**src/rtl/clkgen_pkg.sv**
```systemverilog
package clkgen_pkg;
  localparam int DIV_W    = 8;
  localparam int SEL_W    = 3;
  localparam int SEL_LSB  = 2;
  localparam int DIV_LSB  = SEL_LSB + SEL_W;
  localparam int CH_BITS  = DIV_LSB + DIV_W;
  localparam int EN_BIT   = 2;
  localparam int PM_BIT   = 3;
  localparam int IINV_LSB = 4;

  typedef struct packed {
    logic [DIV_W-1:0] div;
    logic [SEL_W-1:0] sel;
    logic             out_inv;
    logic             bypass;
  } ch_cfg_t;

  localparam logic [1:0] BCLK_OFF = 2'd0;
  localparam logic [1:0] BCLK_DYN = 2'd2;
  localparam logic [1:0] BCLK_ON  = 2'd3;
endpackage

```
**src/rtl/clkgen_regs.sv**
```systemverilog
module clkgen_regs
  import clkgen_pkg::*;
#(
  parameter int NUM_CH = 2,
  parameter int DATA_W = 32,
  parameter int ADDR_W = 3
) (
  input  logic                    clk_i,
  input  logic                    rst_ni,
  input  logic                    req_i,
  input  logic                    we_i,
  input  logic [ADDR_W-1:0]       addr_i,
  input  logic [DATA_W-1:0]       wdata_i,
  output logic [DATA_W-1:0]       rdata_o,
  output ch_cfg_t [NUM_CH-1:0]    cfg_o,
  output logic [NUM_CH-1:0]       cfg_wr_o,
  output logic [1:0]              bclk_mode_o,
  output logic                    pclk_on_o,
  output logic                    div_en_o,
  output logic [NUM_CH-1:0]       in_inv_o
);
  localparam int CTRL_ADDR = 2 * NUM_CH;

  ch_cfg_t [NUM_CH-1:0] cfg_q;
  logic [1:0]           bclk_q;
  logic                 pm_q, en_q;
  logic [NUM_CH-1:0]    iinv_q;
  logic [DATA_W-1:0]    rdata_q, rd_word;
  logic                 wr, rd, wr_ctrl;
  ch_cfg_t              wcfg;

  assign wr      = req_i & we_i;
  assign rd      = req_i & ~we_i;
  assign wr_ctrl = wr && (addr_i == ADDR_W'(CTRL_ADDR));
  assign wcfg    = ch_cfg_t'(wdata_i[CH_BITS-1:0]);

  always_comb begin
    for (int i = 0; i < NUM_CH; i++) begin
      cfg_wr_o[i] = wr && (addr_i == ADDR_W'(2 * i)) &&
                    ((wcfg.div != cfg_q[i].div) || (wcfg.sel != cfg_q[i].sel));
    end
  end

  always_ff @(posedge clk_i or negedge rst_ni) begin
    if (!rst_ni) begin
      cfg_q <= '0;
    end else begin
      for (int i = 0; i < NUM_CH; i++) begin
        if (wr && (addr_i == ADDR_W'(2 * i))) cfg_q[i] <= wcfg;
      end
    end
  end

  always_ff @(posedge clk_i or negedge rst_ni) begin
    if (!rst_ni) begin
      bclk_q <= BCLK_OFF;
      en_q   <= 1'b0;
      pm_q   <= 1'b0;
      iinv_q <= '0;
    end else if (wr_ctrl) begin
      // encoding 1 is not a valid mode; it collapses to off
      bclk_q <= (wdata_i[1:0] == 2'b01) ? BCLK_OFF : wdata_i[1:0];
      en_q   <= wdata_i[EN_BIT];
      pm_q   <= wdata_i[PM_BIT];
      iinv_q <= wdata_i[IINV_LSB +: NUM_CH];
    end
  end

  always_comb begin
    rd_word = '0;
    if (addr_i == ADDR_W'(CTRL_ADDR)) begin
      rd_word[1:0]                = bclk_q;
      rd_word[EN_BIT]             = en_q;
      rd_word[PM_BIT]             = pm_q;
      rd_word[IINV_LSB +: NUM_CH] = iinv_q;
    end
    for (int i = 0; i < NUM_CH; i++) begin
      if (addr_i == ADDR_W'(2 * i)) rd_word[CH_BITS-1:0] = cfg_q[i];
    end
  end

  always_ff @(posedge clk_i or negedge rst_ni) begin
    if (!rst_ni)  rdata_q <= '0;
    else if (rd)  rdata_q <= rd_word;
  end

  assign rdata_o     = rdata_q;
  assign cfg_o       = cfg_q;
  assign bclk_mode_o = bclk_q;
  assign pclk_on_o   = pm_q;
  assign div_en_o    = en_q;
  assign in_inv_o    = iinv_q;
endmodule

```
**src/rtl/clkgen_chan.sv**
```systemverilog
module clkgen_chan
  import clkgen_pkg::*;
#(
  parameter int NUM_SRC = 8
) (
  input  logic               clk_i,
  input  logic               rst_ni,
  input  logic [NUM_SRC-1:0] src_i,
  input  ch_cfg_t            cfg_i,
  input  logic               en_i,
  input  logic               in_inv_i,
  input  logic               restart_i,
  output logic               div_lvl_o,
  output logic               clk_o
);
  localparam int NSEL = 1 << SEL_W;

  logic [NSEL-1:0]  src_pad;
  logic             sel_lvl, prev_q, rise;
  logic [DIV_W-1:0] cnt_q, nxt;
  logic [DIV_W:0]   hi_len;
  logic             div_q, pend_q, out_q;

  always_comb begin
    src_pad = '0;
    src_pad[NUM_SRC-1:0] = src_i;
  end

  assign sel_lvl = src_pad[cfg_i.sel] ^ in_inv_i;
  assign rise    = sel_lvl & ~prev_q;
  assign hi_len  = ({1'b0, cfg_i.div} + (DIV_W+1)'(2)) >> 1;
  assign nxt     = (pend_q || (cnt_q == cfg_i.div)) ? '0 : cnt_q + 1'b1;

  always_ff @(posedge clk_i or negedge rst_ni) begin
    if (!rst_ni) prev_q <= 1'b0;
    else         prev_q <= sel_lvl;
  end

  always_ff @(posedge clk_i or negedge rst_ni) begin
    if (!rst_ni) begin
      cnt_q  <= '0;
      div_q  <= 1'b0;
      pend_q <= 1'b1;
    end else if (!en_i) begin
      cnt_q  <= '0;
      div_q  <= 1'b0;
      pend_q <= 1'b1;
    end else if (cfg_i.div == '0) begin
      div_q  <= sel_lvl;
      pend_q <= restart_i | (pend_q & ~rise);
    end else begin
      if (rise) begin
        cnt_q <= nxt;
        div_q <= ({1'b0, nxt} < hi_len);
      end
      // an edge in the write cycle uses old settings; restart on the next one
      pend_q <= restart_i | (pend_q & ~rise);
    end
  end

  always_ff @(posedge clk_i or negedge rst_ni) begin
    if (!rst_ni) out_q <= 1'b0;
    else         out_q <= (cfg_i.bypass ? sel_lvl : div_q) ^ cfg_i.out_inv;
  end

  assign div_lvl_o = div_q;
  assign clk_o     = out_q;
endmodule

```
**src/rtl/clkgen_top.sv**
```systemverilog
module clkgen_top
  import clkgen_pkg::*;
#(
  parameter int NUM_CH  = 2,
  parameter int NUM_SRC = 8,
  parameter int DATA_W  = 32,
  parameter int ADDR_W  = $clog2(2 * NUM_CH + 1)
) (
  input  logic               clk_i,
  input  logic               rst_ni,
  input  logic               req_i,
  input  logic               we_i,
  input  logic [ADDR_W-1:0]  addr_i,
  input  logic [DATA_W-1:0]  wdata_i,
  output logic [DATA_W-1:0]  rdata_o,
  input  logic [NUM_SRC-1:0] src_i,
  input  logic               bus_busy_i,
  output logic [NUM_CH-1:0]  clk_o,
  output logic               bus_clk_en_o,
  output logic               pclk_en_o
);
  ch_cfg_t [NUM_CH-1:0] cfg_w;
  logic [NUM_CH-1:0]    cfg_wr_w, in_inv_w, div_lvl_w;
  logic [1:0]           bclk_w;
  logic                 pclk_on_w, div_en_w;

  clkgen_regs #(
    .NUM_CH (NUM_CH),
    .DATA_W (DATA_W),
    .ADDR_W (ADDR_W)
  ) u_regs (
    .clk_i       (clk_i),
    .rst_ni      (rst_ni),
    .req_i       (req_i),
    .we_i        (we_i),
    .addr_i      (addr_i),
    .wdata_i     (wdata_i),
    .rdata_o     (rdata_o),
    .cfg_o       (cfg_w),
    .cfg_wr_o    (cfg_wr_w),
    .bclk_mode_o (bclk_w),
    .pclk_on_o   (pclk_on_w),
    .div_en_o    (div_en_w),
    .in_inv_o    (in_inv_w)
  );

  for (genvar g = 0; g < NUM_CH; g++) begin : g_ch
    clkgen_chan #(
      .NUM_SRC (NUM_SRC)
    ) u_chan (
      .clk_i     (clk_i),
      .rst_ni    (rst_ni),
      .src_i     (src_i),
      .cfg_i     (cfg_w[g]),
      .en_i      (div_en_w),
      .in_inv_i  (in_inv_w[g]),
      .restart_i (cfg_wr_w[g]),
      .div_lvl_o (div_lvl_w[g]),
      .clk_o     (clk_o[g])
    );
  end

  assign bus_clk_en_o = (bclk_w == BCLK_ON) | ((bclk_w == BCLK_DYN) & bus_busy_i);
  assign pclk_en_o    = pclk_on_w | bus_busy_i;
endmodule

```
**config.mk**
```make
export PLATFORM = sky130hd
export DESIGN_NAME = clkgen_top
export DESIGN_NICKNAME = d
export VERILOG_FILES = /design/src/rtl/clkgen_pkg.sv /design/src/rtl/clkgen_regs.sv /design/src/rtl/clkgen_chan.sv /design/src/rtl/clkgen_top.sv
export SDC_FILE = /design/constraint.sdc
export NUM_CORES = 1
export LEC_CHECK = 0
export BUFFER_PORTS_ARGS = -buffer_cell sky130_fd_sc_hd__buf_2
export CAP_MARGIN = 10
export CORE_ASPECT_RATIO = 0.5
export CORE_MARGIN = 1.5
export CORE_UTILIZATION = 50
export DETAILED_ROUTE_END_ITERATION = 8
export PLACE_DENSITY = 0.73
export SLEW_MARGIN = 0
export SYNTH_ARGS = -nofsm -noshare
export SYNTH_HDL_FRONTEND = slang
export SYNTH_SLANG_ARGS = --single-unit
```
**constraint.sdc**
```tcl
create_clock -name clk_i -period 3.8 [get_ports clk_i]
set_clock_uncertainty 0.1 [all_clocks]
set_input_delay 0.19 -clock clk_i [delete_from_list [all_inputs] [get_ports clk_i]]
set_output_delay 0.19 -clock clk_i [all_outputs]
set_load 0.005 [all_outputs]
```
==> results.sh, run 1 <==
export IMPL_gp_congestion=0.840
export IMPL_crit_fanout=16
export IMPL_tns_ns=0
export IMPL_grt_setup_unrepaired="false"
export IMPL_cts_made_buffers=9
export IMPL_antenna_found_initial=0
export IMPL_grtUsageMet3_pct=5.16
export IMPL_first_pass_iters=4
export IMPL_clockBufferDepth=2
export IMPL_max_freq_mhz=325
export IMPL_violations="hold timing"
export IMPL_power_leakage_nw=2.15
export IMPL_cpPeakStageDelay_ns=0.55
export IMPL_wl_um=9880
export IMPL_cts_resized=0
export IMPL_start_kind="register"
export IMPL_layout_nets=545
export IMPL_grt_use_total_pct=22.7
export IMPL_path_clk_slew_ns=0.05
export IMPL_post_route_min_period_ns=3.08
export IMPL_hold_path_class="primary input to asynchronous set/reset pin"
export IMPL_die_h_um=69.9
export IMPL_cts_setup_buffers=0
export IMPL_syn_to_final_growth_pct=9.90
export IMPL_critical_path_class="register to register"
export IMPL_grtUsageMet2_pct=36.2
export IMPL_tightestPinTransition_ns=0.883
export IMPL_critical_path_top_delay_family="simple AND/OR/NAND/NOR gates"
export IMPL_hpwl_um=7200
export IMPL_die_w_um=137
export IMPL_whs_ns=-0.0620
export IMPL_irDropWorstVdd_mv=0.268
export IMPL_synth_area_um2=4480
export IMPL_dp_worst_setup_slack_ns=0.721
export IMPL_clock_sinks=69
export IMPL_die_area_um2=9560
export IMPL_crit_chain="xor2_1, nor4_1, a41o_1, nor2_1, ha_1, and4_1, o21ai_0, or3_1, o211ai_1, o22ai_1"
export IMPL_grt_overflow=0
export IMPL_layout_common_cells="dfrtp_1, buf_2, xor2_1"
export IMPL_cap_viol_max_count=0
export IMPL_cp_slowest_cell="a41o_1"
export IMPL_grt_max_degree=70
export IMPL_critPathArrivalTime_ns=3.19
export IMPL_synth_distinct_cells=49
export IMPL_top_level_ports=84
export IMPL_met1_usage_pct=31.1
export IMPL_final_cell_count_no_fill=601
export IMPL_wl_per_cell_um=16.4
export IMPL_seq_area_frac_synth_pct=38.6
export IMPL_port_buffers=45
export IMPL_setup_ws_ns=0.724
export IMPL_num_vias=3328
export IMPL_grt_pass1_wl_um=16600
export IMPL_maxSlewHeadroom_pct=41.1
export IMPL_start_util_pct=51.4
export IMPL_antenna_cells=0
export IMPL_powerDensity_nw_per_um2=511
export IMPL_grt_pass1_vias=3351
export IMPL_period_share_pct=80.9
export IMPL_coreArea_um2=8710
export IMPL_dp_cells=585
export IMPL_hold_buffers=0
export IMPL_setup_viol=0
export IMPL_layout_commonest_cell="dfrtp_1"
export IMPL_cts_htree_levels=3
export IMPL_clock_latency_ns=0.33
export IMPL_drcViolationCount=0
export IMPL_postSynthAreaPerCell_um2=9.92
export IMPL_synth_edff_count=0
export IMPL_top_usage_layer="met2"
export IMPL_slew_violations=0
export IMPL_cts_tree="built"
export IMPL_synth_flop_cell="dfrtp_1"
export IMPL_synth_seq_cells=69
export IMPL_status="finished, violations left"
export IMPL_critPathBufInv=0
export IMPL_synth_async_reset_ratio_pct=100
export IMPL_crit_required_ns=3.91
export IMPL_cts_root_buf="clkbuf_16"
export IMPL_synthCells=451
export IMPL_synth_warnings=0
export IMPL_hold_viol_final=67
export IMPL_via_per_inst=5.54
export IMPL_end_kind="register"
export IMPL_drive_gt1_share_pct=20.5
export IMPL_first_iter_violations=197
export IMPL_rows=24
export IMPL_ant_nets=0
-- synth_stat cells, types with 3 or more instances --
| cell type | n | share of area [%] |
|---|---|---|
| dfrtp_1 | 67 | 37 |
| ha_1 | 18 | 5.0 |
| nand2b_1 | 3 | 0.42 |
| o32ai_1 | 15 | 2.9 |
| mux2_2 | 31 | 7.8 |
| nand4_1 | 4 | 0.56 |
| nor2_1 | 29 | 2.4 |
| a21oi_1 | 4 | 0.45 |
| clkbuf_1 | 22 | 1.8 |
| or4_1 | 4 | 0.67 |
| nor4_1 | 7 | 0.98 |
| buf_4 | 21 | 3.5 |
| and3_1 | 3 | 0.42 |
| o211ai_1 | 3 | 0.50 |
| nor2b_1 | 3 | 0.42 |
| a22o_1 | 6 | 1.2 |
| a22oi_1 | 7 | 1.2 |
| inv_1 | 23 | 1.9 |
| xor2_1 | 35 | 6.8 |
| o22ai_1 | 4 | 0.56 |
| xnor2_1 | 29 | 5.7 |
| mux2i_1 | 9 | 2.0 |
| nand2_1 | 27 | 2.3 |
| o21ai_0 | 21 | 2.3 |
| nand3_1 | 19 | 2.1 |
| buf_2 | 3 | 0.34 |
-- per-stage QoR --
step / util [%] / total power [mW] / hold slack (ns) / instance area, um2
floorplan: - / 1.59 / -0.206 / 4540
global placement: 53.5 / 1.75 / 0.354 / 4660
detailed placement: 53.5 / 1.78 / 0.365 / 4660
CTS: 56.5 / 2.53 / 0.00266 / 4920
global route: 56.5 / 2.68 / 0.0454 / 4920
finish: 56.5 / 2.51 / -0.0620 / 4920
-- flip-flops by register name, summed over array words and instances (netlist names) --
register / flops
u_regs.cfg_o: 26
g_ch.u_chan.cnt_q: 16
u_regs.rdata_o: 13
g_ch.u_chan.clk_o: 2
g_ch.u_chan.div_lvl_o: 2
g_ch.u_chan.pend_q: 2
g_ch.u_chan.prev_q: 2
u_regs.bclk_mode_o: 2
u_regs.in_inv_o: 2
u_regs.div_en_o: 1
u_regs.pclk_on_o: 1
-- kinds of logic (layout without fill, tap and decap cells) --
family,Yosys count,count (layout),synth area share [%]
muxes,44,44,12.0
other,1,19,0.0838
xor gates and xnor gates,64,64,12.5
buffers and inverters,72,87,8.05
and+or+nand+nor,109,109,12.0
AOI/OAI and AO/OA,74,74,11.6
adders and majority gates,18,18,5.03
DFF,69,69,38.6
-- metal layers --
layer | share of wire, % | wire, um | up-vias
met5 | 0 | 0 | -
met4 | 1.3 | 128 | 0
met3 | 4.1 | 406 | 9
met2 | 48 | 4790 | 68
met1 | 46 | 4550 | 1639
li1 | - | - | 1612
-- worst register-to-register path, cell delays in order, from the launching register on --
cell,delay [ns]
dfrtp_1,0.49
xor2_1,0.19
nor4_1,0.27
a41o_1,0.55
nor2_1,0.11
ha_1,0.33
and4_1,0.21
o21ai_0,0.09
or3_1,0.34
o211ai_1,0.17
o22ai_1,0.10
-- layout make-up --
class,count,area [um2]
fill,778,3790
clock buffer,13,240
inverter,23,86.3
sequential,69,1730
multi-input combinational,328,2450
clock inverter,3,15.0
tap,117,146
timing repair buffer,48,248
-- worst paths after layout --
kind,from,to,slack (ns),cells past startpoint
worst max-delay path,u_regs.cfg_o[8],g_ch[0].u_chan.div_lvl_o,0.72,10
worst min-delay path,rst_ni,g_ch[0].u_chan.cnt_q[7],-0.06,2
worst max register to register,u_regs.cfg_o[8],g_ch[0].u_chan.div_lvl_o,0.72,10
worst min register to register,u_regs.rdata_o[7],u_regs.rdata_o[7],0.37,2
max in group asynchronous,rst_ni,g_ch[1].u_chan.prev_q,3.06,2
min in group clk_i,wdata_i[0],u_regs.cfg_o[0],0.04,2
-- where the power goes --
group	internal, mW	switching (mW)	total (mW)	leakage (nW)
sequential	0.876	0.209	1.08	0.887
combinational	0.336	0.350	0.686	1.14
clock	0.439	0.302	0.741	0.127
total	1.65	0.862	2.51	2.15
(Power assumes the default switching activity.)
==> run 2, diff against run 1 <==
--- a/config.mk
+++ b/config.mk
@@ -5,13 +5,14 @@
 export SDC_FILE = /design/constraint.sdc
 export NUM_CORES = 1
 export LEC_CHECK = 0
+export ABC_AREA = 1
 export BUFFER_PORTS_ARGS = -buffer_cell sky130_fd_sc_hd__buf_2
 export CAP_MARGIN = 10
 export CORE_ASPECT_RATIO = 0.5
 export CORE_MARGIN = 1.5
 export CORE_UTILIZATION = 50
 export DETAILED_ROUTE_END_ITERATION = 8
-export PLACE_DENSITY = 0.73
+export PLACE_DENSITY = 0.76
 export SLEW_MARGIN = 0
 export SYNTH_ARGS = -nofsm -noshare
 export SYNTH_HDL_FRONTEND = slang
==> constraint.sdc (replaced) <==
create_clock -name clk_i -period 2.66 [get_ports clk_i]
set_clock_uncertainty 0.1 [all_clocks]
set_input_delay 0.133 -clock clk_i [delete_from_list [all_inputs] [get_ports clk_i]]
set_output_delay 0.133 -clock clk_i [all_outputs]
set_load 0.005 [all_outputs]
==> results.sh, run 2 <==
export IMPL_status="completed"
export IMPL_synth_top_area_share_pct=36.9
export IMPL_max_freq_mhz=409
export IMPL_gp_congestion=0.846
export IMPL_die_w_um=138
export IMPL_wl_um=11100
export IMPL_synth_warnings=0
export IMPL_power_leakage_nw=2.70
export IMPL_nFillCells=805
export IMPL_dp_cells=772
export IMPL_die_area_um2=9710
export IMPL_ant_nets=0
export IMPL_synthCells=617
export IMPL_dr_wl_met2_um=4980
export IMPL_start_kind="register"
export IMPL_slew_violations=0
export IMPL_wl_per_cell_um=13.9
export IMPL_synth_area_leaders="dfrtp_1, nand2_1, o21ai_0, inv_1, ha_1"
export IMPL_clock_sinks=69
export IMPL_synth_seq_cells=69
export IMPL_drcViolationCount=0
export IMPL_antenna_cells=0
export IMPL_crit_chain="inv_1, nand2_1, nand2_1, nand2_1, nor2_1, nand2_1, nand2_1, inv_1, nand3_1, inv_1, ha_1, nand2_1, nor2_1, a211oi_2, nand2_1, nand2_1, nand2_1, nand2_1"
export IMPL_end_kind="register"
export IMPL_antenna_found_initial=0
export IMPL_num_vias=4208
export IMPL_synth_async_reset_ratio_pct=100
export IMPL_synthTopCellsByCount="nand2_1, inv_1, dfrtp_1"
export IMPL_syn_to_final_growth_pct=16.3
export IMPL_drive_gt1_share_pct=14.5
export IMPL_path_clk_slew_ns=0.06
export IMPL_first_iter_violations=308
export IMPL_cpPeakStageDelay_ns=0.46
export IMPL_layout_common_cells="nand2_1, inv_1, dfrtp_1"
export IMPL_rrSetupSlack_ns=0.22
export IMPL_crit_required_ns=2.84
export IMPL_post_route_min_period_ns=2.44
export IMPL_dr_max_layer_used="met4"
export IMPL_seqCellArea_um2=1730
export IMPL_largest_reg_flops=26
export IMPL_utilization_pct=60.3
export IMPL_crit_fanout=5
export IMPL_dp_worst_setup_slack_ns=0.129
export IMPL_rows=24
export IMPL_yosysMostFrequentCell="nand2_1"
export IMPL_cts_tree="built"
export IMPL_synth_area_um2=4550
export IMPL_clockBufferDepth=2
export IMPL_irDropWorstVdd_mv=0.381
export IMPL_grt_pass1_vias=3792
export IMPL_finalPower_mw=3.79
export IMPL_hold_viol_final=0
export IMPL_critical_path_startpoint="u_regs.cfg_o[22]"
export IMPL_setup_ws_ns=0.216
export IMPL_r2r_start="u_regs.cfg_o[22]"
export IMPL_tns_ns=0
export IMPL_cpMostUsedCell="nand2_1"
export IMPL_seq_area_frac_synth_pct=38.0
export IMPL_critPathArrivalTime_ns=2.63
export IMPL_synth_flop_cell="dfrtp_1"
export IMPL_cts_htree_levels=3
export IMPL_grt_overflow=0
export IMPL_wl_met1_um=5340
export IMPL_period_share_pct=91.9
export IMPL_coreArea_um2=8770
export IMPL_cts_made_buffers=9
export IMPL_first_pass_iters=5
export IMPL_postSynthAreaPerCell_um2=7.37
export IMPL_port_buffers=45
export IMPL_layout_nets=743
export IMPL_grt_pass1_wl_um=18500
export IMPL_grt_max_degree=60
export IMPL_layout_commonest_cell="nand2_1"
export IMPL_start_util_pct=51.9
export IMPL_synth_edff_count=0
export IMPL_cp_slowest_cell="dfrtp_1"
export IMPL_powerDensity_nw_per_um2=716
export IMPL_multi_input_area_um2=2400
export IMPL_top_level_ports=84
export IMPL_synth_top_area_cell="dfrtp_1"
export IMPL_critical_path_class="register to register"
export IMPL_die_h_um=70.4
export IMPL_grt_use_total_pct=24.8
export IMPL_synth_distinct_cells=39
export IMPL_via_per_inst=5.27
export IMPL_cts_root_buf="clkbuf_16"
export IMPL_hpwl_um=8180
export IMPL_hp_start="wdata_i[2]"
export IMPL_setup_viol=0
export IMPL_final_cell_count_no_fill=799
export IMPL_hold_path_class="primary input to register"
export IMPL_clock_latency_ns=0.34
export IMPL_dr_wl_met3_um=731
export IMPL_cap_viol_max_count=0
run 2: what timing repair did:
item,4_1_cts,5_1_grt
setup endpoints to repair,0,2
setup buffers,0,1
hold buffers,10,0
endpoints found under the hold margin,80,0
gates resized for setup,0,11
run 2: report_power, final:
group / switching [mW] / total (mW) / internal [mW] / leakage (nW)
combinational: 0.706 / 1.14 / 0.439 / 1.69
sequential: 0.209 / 1.46 / 1.25 / 0.869
clock: 0.461 / 1.18 / 0.721 / 0.139
total: 1.38 / 3.79 / 2.41 / 2.70
run 2: area by class of cell:
class,count,area share (%)
Multi-Input combinational cell,449,45.3
Sequential cell,69,32.7
Timing Repair Buffer,66,7.95
Inverter,82,5.87
Clock buffer,11,4.40
Tap cell,117,2.77
Clock inverter,5,0.994
run 2: critical path, delay by kind of cell (launching register included):
family | cells | cell delay [ns]
AO/OA/AOI/OAI | 1 | 0.18
flip-flops | 1 | 0.46
AND/OR/NAND/NOR | 13 | 1.02
buffers and inverters | 3 | 0.30
adder cells (fa/ha/maj) | 1 | 0.32
run 2: worst paths after layout:
| kind | endpoint | cells past startpoint |
|---|---|---|
| setup / recovery | g_ch[1].u_chan.div_lvl_o | 18 |
| hold reg to reg | u_regs.rdata_o[11] | 2 |
| min in group asynchronous | g_ch[0].u_chan.cnt_q[4] | 2 |
| hold / removal | u_regs.div_en_o | 3 |
| setup reg to reg | g_ch[1].u_chan.div_lvl_o | 18 |
| max in group asynchronous | g_ch[1].u_chan.pend_q | 3 |
run 2: logic make-up after synthesis:
| family | Yosys count | share of synthesized area [%] |
|---|---|---|
| xor+xnor | 37 | 7.46 |
| flops | 69 | 38.0 |
| other cells | 1 | 0.0825 |
| buf+inv | 117 | 11.7 |
| fa+ha+maj | 18 | 4.95 |
| compound gates | 106 | 13.4 |
| simple gates | 269 | 24.4 |
run 2: through the flow:
stage	instance area, um2	hold WS (ns)
2_1_floorplan	4620	-0.263
3_3_place_gp	4850	-0.0612
3_5_place_dp	4850	-0.0584
4_1_cts	5240	0.00429
5_1_grt	5290	0.0224
6_report	5290	0.00838
run 2: metal layers:
layer / vias to the layer above / GRT usage [%]
met5: - / 0
met4: 0 / 6.48
met3: 6 / 6.32
met2: 142 / 37.3
met1: 1988 / 35.5
li1: 2072 / -
